### src/rtl/bern_pkg.sv
package bern_pkg;

  typedef struct packed {
    logic clr;   // begin a run: clear counters
    logic acc;   // accumulate the output bit this cycle
    logic fin;   // last cycle of the run: latch result
    logic wrOk;  // store write accepted
  } ctlStrb_t;

  // Fibonacci feedback masks for maximal-length sequences, shift-left form
  function automatic logic [15:0] lfsrTaps(input int w);
    case (w)
      4:  return 16'h000C;
      5:  return 16'h0014;
      6:  return 16'h0030;
      7:  return 16'h0060;
      8:  return 16'h00B8;
      9:  return 16'h0110;
      10: return 16'h0240;
      11: return 16'h0500;
      default: return 16'h0829;
    endcase
  endfunction

  function automatic int seedFor(input int k, input int w);
    int s;
    s = (k * 937 + 31) % (1 << w);
    if (s == 0) s = 1;
    return s;
  endfunction

endpackage

### src/rtl/bern_streams.sv
module bern_streams #(
  parameter int VAL_W = 8,
  parameter int NUM   = 4
) (
  input  logic                 clk,
  input  logic                 rstN,
  input  logic [NUM*VAL_W-1:0] levels,
  output logic [NUM-1:0]       bits
);
  localparam logic [VAL_W-1:0] TAPS = VAL_W'(bern_pkg::lfsrTaps(VAL_W));

  for (genvar k = 0; k < NUM; k++) begin : g_src
    localparam logic [VAL_W-1:0] SEED = VAL_W'(bern_pkg::seedFor(k, VAL_W));
    localparam int ROT = k % VAL_W;
    logic [VAL_W-1:0]   st;
    logic [2*VAL_W-1:0] dbl;
    logic [VAL_W-1:0]   rotd;

    always_ff @(posedge clk) begin
      if (!rstN) st <= SEED;
      else       st <= {st[VAL_W-2:0], ^(st & TAPS)};
    end

    // per-stream rotation decorrelates streams drawn from one polynomial
    assign dbl  = {st, st};
    assign rotd = dbl[2*VAL_W-1-ROT -: VAL_W];
    assign bits[k] = rotd < levels[k*VAL_W +: VAL_W];
  end

endmodule

### src/rtl/bern_countdec.sv
module bern_countdec #(
  parameter int N = 2
) (
  input  logic [N-1:0] in,
  output logic [N:0]   sel
);
  localparam int CW = $clog2(N + 1);
  logic [CW-1:0] cnt;

  always_comb begin
    cnt = '0;
    for (int i = 0; i < N; i++) cnt = cnt + CW'(in[i]);
    sel = '0;
    sel[cnt] = 1'b1;
  end

endmodule

### src/rtl/bern_datapath.sv
module bern_datapath #(
  parameter int VAL_W  = 8,
  parameter int DEG_A  = 2,
  parameter int DEG_B  = 2,
  parameter int ADDR_W = 4
) (
  input  logic                clk,
  input  logic                rstN,
  input  bern_pkg::ctlStrb_t  strb,
  input  logic [ADDR_W-1:0]   wrAddr,
  input  logic [VAL_W-1:0]    wrData,
  output logic [VAL_W-1:0]    result
);
  localparam int COEF_N = (DEG_A + 1) * (DEG_B + 1);
  localparam int NSTR   = DEG_A + DEG_B + COEF_N;
  localparam logic [VAL_W:0] FULL = {1'b1, {VAL_W{1'b0}}};

  logic [VAL_W-1:0]        levelA, levelB;
  logic [VAL_W-1:0]        coef [COEF_N];
  logic [NSTR*VAL_W-1:0]   levels;
  logic [NSTR-1:0]         bits;
  logic [DEG_A:0]          selA;
  logic [DEG_B:0]          selB;
  logic                    outBit;
  logic [VAL_W:0]          onesCnt, nextCnt;

  // store
  always_ff @(posedge clk) begin
    if (!rstN) begin
      levelA <= '0;
      levelB <= '0;
      for (int k = 0; k < COEF_N; k++) coef[k] <= '0;
    end else if (strb.wrOk) begin
      if (wrAddr < ADDR_W'(COEF_N))       coef[wrAddr] <= wrData;
      else if (wrAddr == ADDR_W'(COEF_N)) levelA <= wrData;
      else if (wrAddr == ADDR_W'(COEF_N + 1)) levelB <= wrData;
    end
  end

  // stream levels: first axis copies, second axis copies, coefficients
  for (genvar a = 0; a < DEG_A; a++) begin : g_lvA
    assign levels[a*VAL_W +: VAL_W] = levelA;
  end
  for (genvar b = 0; b < DEG_B; b++) begin : g_lvB
    assign levels[(DEG_A+b)*VAL_W +: VAL_W] = levelB;
  end
  for (genvar c = 0; c < COEF_N; c++) begin : g_lvC
    assign levels[(DEG_A+DEG_B+c)*VAL_W +: VAL_W] = coef[c];
  end

  bern_streams #(.VAL_W(VAL_W), .NUM(NSTR)) u_streams (
    .clk(clk), .rstN(rstN), .levels(levels), .bits(bits)
  );

  bern_countdec #(.N(DEG_A)) u_decA (.in(bits[DEG_A-1:0]), .sel(selA));
  bern_countdec #(.N(DEG_B)) u_decB (.in(bits[DEG_A+DEG_B-1:DEG_A]), .sel(selB));

  always_comb begin
    outBit = 1'b0;
    for (int i = 0; i <= DEG_A; i++)
      for (int j = 0; j <= DEG_B; j++)
        outBit = outBit | (selA[i] & selB[j] & bits[DEG_A + DEG_B + i*(DEG_B+1) + j]);
  end

  assign nextCnt = onesCnt + {{VAL_W{1'b0}}, outBit};

  always_ff @(posedge clk) begin
    if (!rstN) begin
      onesCnt <= '0;
      result  <= '0;
    end else begin
      if (strb.clr)      onesCnt <= '0;
      else if (strb.acc) onesCnt <= nextCnt;
      if (strb.fin) result <= nextCnt[VAL_W] ? {VAL_W{1'b1}} : nextCnt[VAL_W-1:0];
    end
  end

  p_sel_onehot_r6: assert property (@(posedge clk) disable iff (!rstN)
    $onehot(selA) && $onehot(selB));

  p_cnt_bound_r10: assert property (@(posedge clk) disable iff (!rstN)
    onesCnt <= FULL);

  p_result_hold_r10: assert property (@(posedge clk) disable iff (!rstN)
    !strb.fin |=> $stable(result));

endmodule

### src/rtl/bern_ctrl.sv
module bern_ctrl #(
  parameter int VAL_W = 8
) (
  input  logic               clk,
  input  logic               rstN,
  input  logic               start,
  input  logic               wrEn,
  output bern_pkg::ctlStrb_t strb,
  output logic               done
);
  logic             busy;
  logic [VAL_W-1:0] cycCnt;

  assign strb.clr  = start & ~busy;
  assign strb.acc  = busy;
  assign strb.fin  = busy & (cycCnt == {VAL_W{1'b1}});
  assign strb.wrOk = wrEn & ~busy;

  always_ff @(posedge clk) begin
    if (!rstN) begin
      busy   <= 1'b0;
      cycCnt <= '0;
      done   <= 1'b0;
    end else begin
      done <= strb.fin;
      if (strb.clr) begin
        busy   <= 1'b1;
        cycCnt <= '0;
      end else if (busy) begin
        cycCnt <= cycCnt + 1'b1;
        if (strb.fin) busy <= 1'b0;
      end
    end
  end

  p_done_pulse_r11: assert property (@(posedge clk) disable iff (!rstN)
    done |=> !done);

  p_busy_hold_r4: assert property (@(posedge clk) disable iff (!rstN)
    (busy && !strb.fin) |=> busy);

  p_no_write_busy_r2: assert property (@(posedge clk) disable iff (!rstN)
    busy |-> !strb.wrOk);

endmodule

### src/rtl/bern_eval.sv
module bern_eval #(
  parameter int VAL_W = 8,
  parameter int DEG_A = 2,
  parameter int DEG_B = 2,
  localparam int ADDR_W = $clog2((DEG_A + 1) * (DEG_B + 1) + 2)
) (
  input  logic              clk,
  input  logic              rstN,
  input  logic              start,
  input  logic              wrEn,
  input  logic [ADDR_W-1:0] wrAddr,
  input  logic [VAL_W-1:0]  wrData,
  output logic [VAL_W-1:0]  result,
  output logic              done
);
  bern_pkg::ctlStrb_t strb;

  bern_ctrl #(.VAL_W(VAL_W)) u_ctrl (
    .clk(clk), .rstN(rstN), .start(start), .wrEn(wrEn), .strb(strb), .done(done)
  );

  bern_datapath #(.VAL_W(VAL_W), .DEG_A(DEG_A), .DEG_B(DEG_B), .ADDR_W(ADDR_W)) u_dp (
    .clk(clk), .rstN(rstN), .strb(strb), .wrAddr(wrAddr), .wrData(wrData), .result(result)
  );

endmodule

### config.mk
export PLATFORM = sky130hd
export DESIGN_NAME = bern_eval
export DESIGN_NICKNAME = d
export VERILOG_FILES = /design/src/rtl/bern_pkg.sv /design/src/rtl/bern_streams.sv /design/src/rtl/bern_countdec.sv /design/src/rtl/bern_datapath.sv /design/src/rtl/bern_ctrl.sv /design/src/rtl/bern_eval.sv
export SDC_FILE = /design/constraint.sdc
export NUM_CORES = 1
export LEC_CHECK = 0
export BUFFER_PORTS_ARGS = -buffer_cell sky130_fd_sc_hd__buf_4
export CORE_MARGIN = 2
export CORE_UTILIZATION = 50
export CTS_CLUSTER_SIZE = 28
export DETAILED_ROUTE_END_ITERATION = 7
export GPL_TIMING_DRIVEN = 0
export PLACE_DENSITY = 0.77
export SLEW_MARGIN = 20
export SYNTH_ARGS = -nofsm -noshare
export SYNTH_HDL_FRONTEND = slang
export SYNTH_SLANG_ARGS = --single-unit
### constraint.sdc
create_clock -name clk -period 5.3 [get_ports clk]
set_input_delay 0.265 -clock clk [delete_from_list [all_inputs] [get_ports clk]]
set_output_delay 0.265 -clock clk [all_outputs]
set_load 0.05 [all_outputs]
==> flow_summary.json <==
{
  "final_common_cell": "dfxtp_1",
  "clkLatencyLatePin_ns": 0.53,
  "synth.distinct_cells": 37,
  "clkSlewWorstSetupHoldPaths_ns": 0.06,
  "drc": 0,
  "relSlewSlack": 0.2923,
  "gr-usage-met1": 0.2470,
  "numClockSinks": 219,
  "total_power_mw": 3.917,
  "num_antenna_cells": 0,
  "ios": 25,
  "cts_resized": 0,
  "ys.flop_type": "dfxtp_1",
  "cts-root-buf": "clkbuf_16",
  "n_fill_cell": 1645,
  "path_class": "flop to flop",
  "core_region_area_sq_mm": 0.01953,
  "setup_tns_ns": 0,
  "worstMarginPinSlew_ns": 1.051,
  "holdPathStages": 3,
  "die-area_sq_mm": 0.02104,
  "hp-class": "primary input to flop",
  "cp_max_fo": 8,
  "ant_nets": 0,
  "post_dp_cell_area_sq_mm": 0.01045,
  "vias_per_cell": 4.997,
  "holdBufCountCts": 2,
  "finish.instance_area_sq_mm": 0.01129,
  "setup_viol": 0,
  "h-tree-depth": 1,
  "grt_max_degree": 15,
  "area_growth_pct": 13.52,
  "grt_use_met2": 0.3193,
  "grt_use_met3": 0.03176,
  "ys_warn_count": 0,
  "track_usage": 0.1879,
  "fin_crit_ns": 4.704,
  "cp_data_required_time_ns": 5.71,
  "pwr_density_cell_mw_per_mm2": 346.8,
  "final_max_slew_viol_count": 0,
  "synth.avg_cell_area_sq_um": 10.51,
  "outcome": "finished clean",
  "grt_pass1_vias": 6367,
  "maxCapViolCount": 0,
  "cts_setup_buffers": 0,
  "syn_nets": 1061,
  "mostFrequentLayoutCells": "dfxtp_1, and2_1, ha_1, inv_1, edfxtp_1",
  "cts_tree": "done",
  "antenna_found_initial": 2,
  "netlist_instances": 947,
  "cp-end-kind": "flop",
  "nets": 1112,
  "ys_seq_elements": 219,
  "startpoint_type": "flop",
  "peakVddDrop_mv": 0.2349,
  "dieWidth_um": 145.1,
  "gp_congestion": 0.8015,
  "rsz0062_at_grt": "no",
  "ys_seq_area_frac": 0.5131,
  "finalHoldViolations": 0,
  "dp_slack_ns": 0.6636,
  "finalClockSkew_ns": 0.02200,
  "syn-cell-area_sq_mm": 0.009950,
  "num_rows": 51,
  "overflow": 0,
  "top_usage_layer": "met2",
  "drive_above_1_share": 0.06791,
  "grt_first_pass_wirelength_um": 31640,
  "portBuffers": 23,
  "cts_buffer_depth": 3,
  "dpl.hpwl_um": 13570,
  "drt_wl_total_um": 19690,
  "drt-pass1-iter-count": 5,
  "fmaxAchievable_mhz": 212.6,
  "wl_per_cell_um": 15.37,
  "worst_slack_ns": 0.5956,
  "numCtsBuffers": 24,
  "vias": 6401,
  "drtIter0Drc": 284,
  "finalCritPeriodShare": 0.8876,
  "leakage_nw": 4.763,
  "synth_async_sr_flop_share": 0,
  "cp_data_arrival_time_ns": 5.11,
  "synth-edff-count": 72,
  "start_util": 0.5095,
  "ff2ff_path_depth": 23,
  "die_h_um": 145.1
}
layer usage:
layer | routed length (um) | part of all wire
met1 | 9048 | 0.46
met2 | 9148 | 0.46
met3 | 949 | 0.048
met4 | 523 | 0.027
met5 | 17 | 0.00086
state kept, by name, summed over array words and instances, names as in the netlist, 8 cells and up:
signal,count
u_dp.onesCnt,9
u_dp.u_streams.g_src.rotd,16
u_dp.levelB,8
u_dp.u_streams.g_src.st,88
u_dp.levelA,8
u_dp.result,8
u_dp.coef,72
u_ctrl.cycCnt,8
cell type report:
cell class | instances | area [sq um] | share of cell area
inverter | 80 | 300.3 | 0.02659
tap | 265 | 331.6 | 0.02936
multi-input combinational | 616 | 4420 | 0.3914
timing repair buffer | 25 | 192.7 | 0.01706
sequential | 219 | 5105 | 0.4520
buffer | 32 | 123.9 | 0.01097
clock buffer | 33 | 696.9 | 0.06170
clock inverter | 11 | 123.9 | 0.01097
through the flow:
step	instances	hold WS, ns	utilization
2_1_floorplan	947	0.4013	-
3_3_place_gp	1235	0.4196	0.5354
3_5_place_dp	1235	0.4276	0.5354
4_1_cts	1281	0.001123	0.5784
5_1_grt	1281	0.02452	0.5784
6_report	1281	0.01118	0.5784
worst paths after layout:
path | from | end | slack [ns]
min | wrData[6] | u_dp.levelA[6]$_SDFFE_PN0P_ | 0.01
min reg2reg | u_dp.u_streams.g_src[8].rotd[0]$_SDFF_PN1_ | u_dp.u_streams.g_src[8].rotd[1]$_SDFF_PN1_ | 0.44
max | u_dp.levelA[1]$_SDFFE_PN0P_ | u_dp.result[6]$_SDFFE_PN0P_ | 0.60
max reg2reg | u_dp.levelA[1]$_SDFFE_PN0P_ | u_dp.result[6]$_SDFFE_PN0P_ | 0.60
Yosys cell counts, types with 4 or more instances:
master	count	area (sq um)
a21oi_1	43	215.2
ha_1	98	1226
nor2b_1	28	175.2
nand4_1	11	68.82
inv_1	80	300.3
a211oi_1	8	60.06
nand3_1	5	25.02
a21o_1	8	60.06
edfxtp_1	72	2162
and3_1	5	31.28
dfxtp_1	147	2943
a2111oi_0	5	43.79
o21ai_0	47	235.2
nand2b_1	50	312.8
and2_1	129	807.0
nor2_1	36	135.1
nand2_1	41	153.9
xnor2_1	26	227.7
or2_2	4	25.02
mux2i_1	19	190.2
xor2_1	32	280.3
nor3_1	5	25.02
clkbuf_1	28	105.1
report_power, final:
group	switching, mW	leakage (nW)	internal [mW]
registers	0.0469	1.94	1.82
logic	0.197	2.42	0.155
clock network	0.678	0.397	1.02
total	0.922	4.76	2.99
cell families after synthesis:
family                     Yosys count  share of synthesized area
adders and majority gates           98                     0.1232
and+or+nand+nor                    324                     0.1847
xor gates and xnor gates            58                    0.05106
buffers and inverters              112                    0.04263
AOI/OAI and AO/OA                  117                    0.06615
muxes                               19                    0.01911
DFF                                219                     0.5131
critical path, stage by stage, from the launching register on:
cell	delay, ns
dfxtp_1	0.33
inv_1	0.06
ha_1	0.27
a21oi_1	0.06
nor2b_1	0.12
o21ai_0	0.10
a21o_1	0.19
a21o_1	0.16
ha_1	0.34
nand2_1	0.14
a211oi_1	0.07
o21ai_0	0.08
a21oi_1	0.07
or3_1	0.40
or4_1	0.56
ha_1	0.25
ha_1	0.23
and3_1	0.24
and3_1	0.25
nand3_1	0.12
xor2_1	0.15
and2_1	0.14
buf_2	0.18
a21oi_1	0.09
Note: power is estimated with default switching activity, not from simulation.
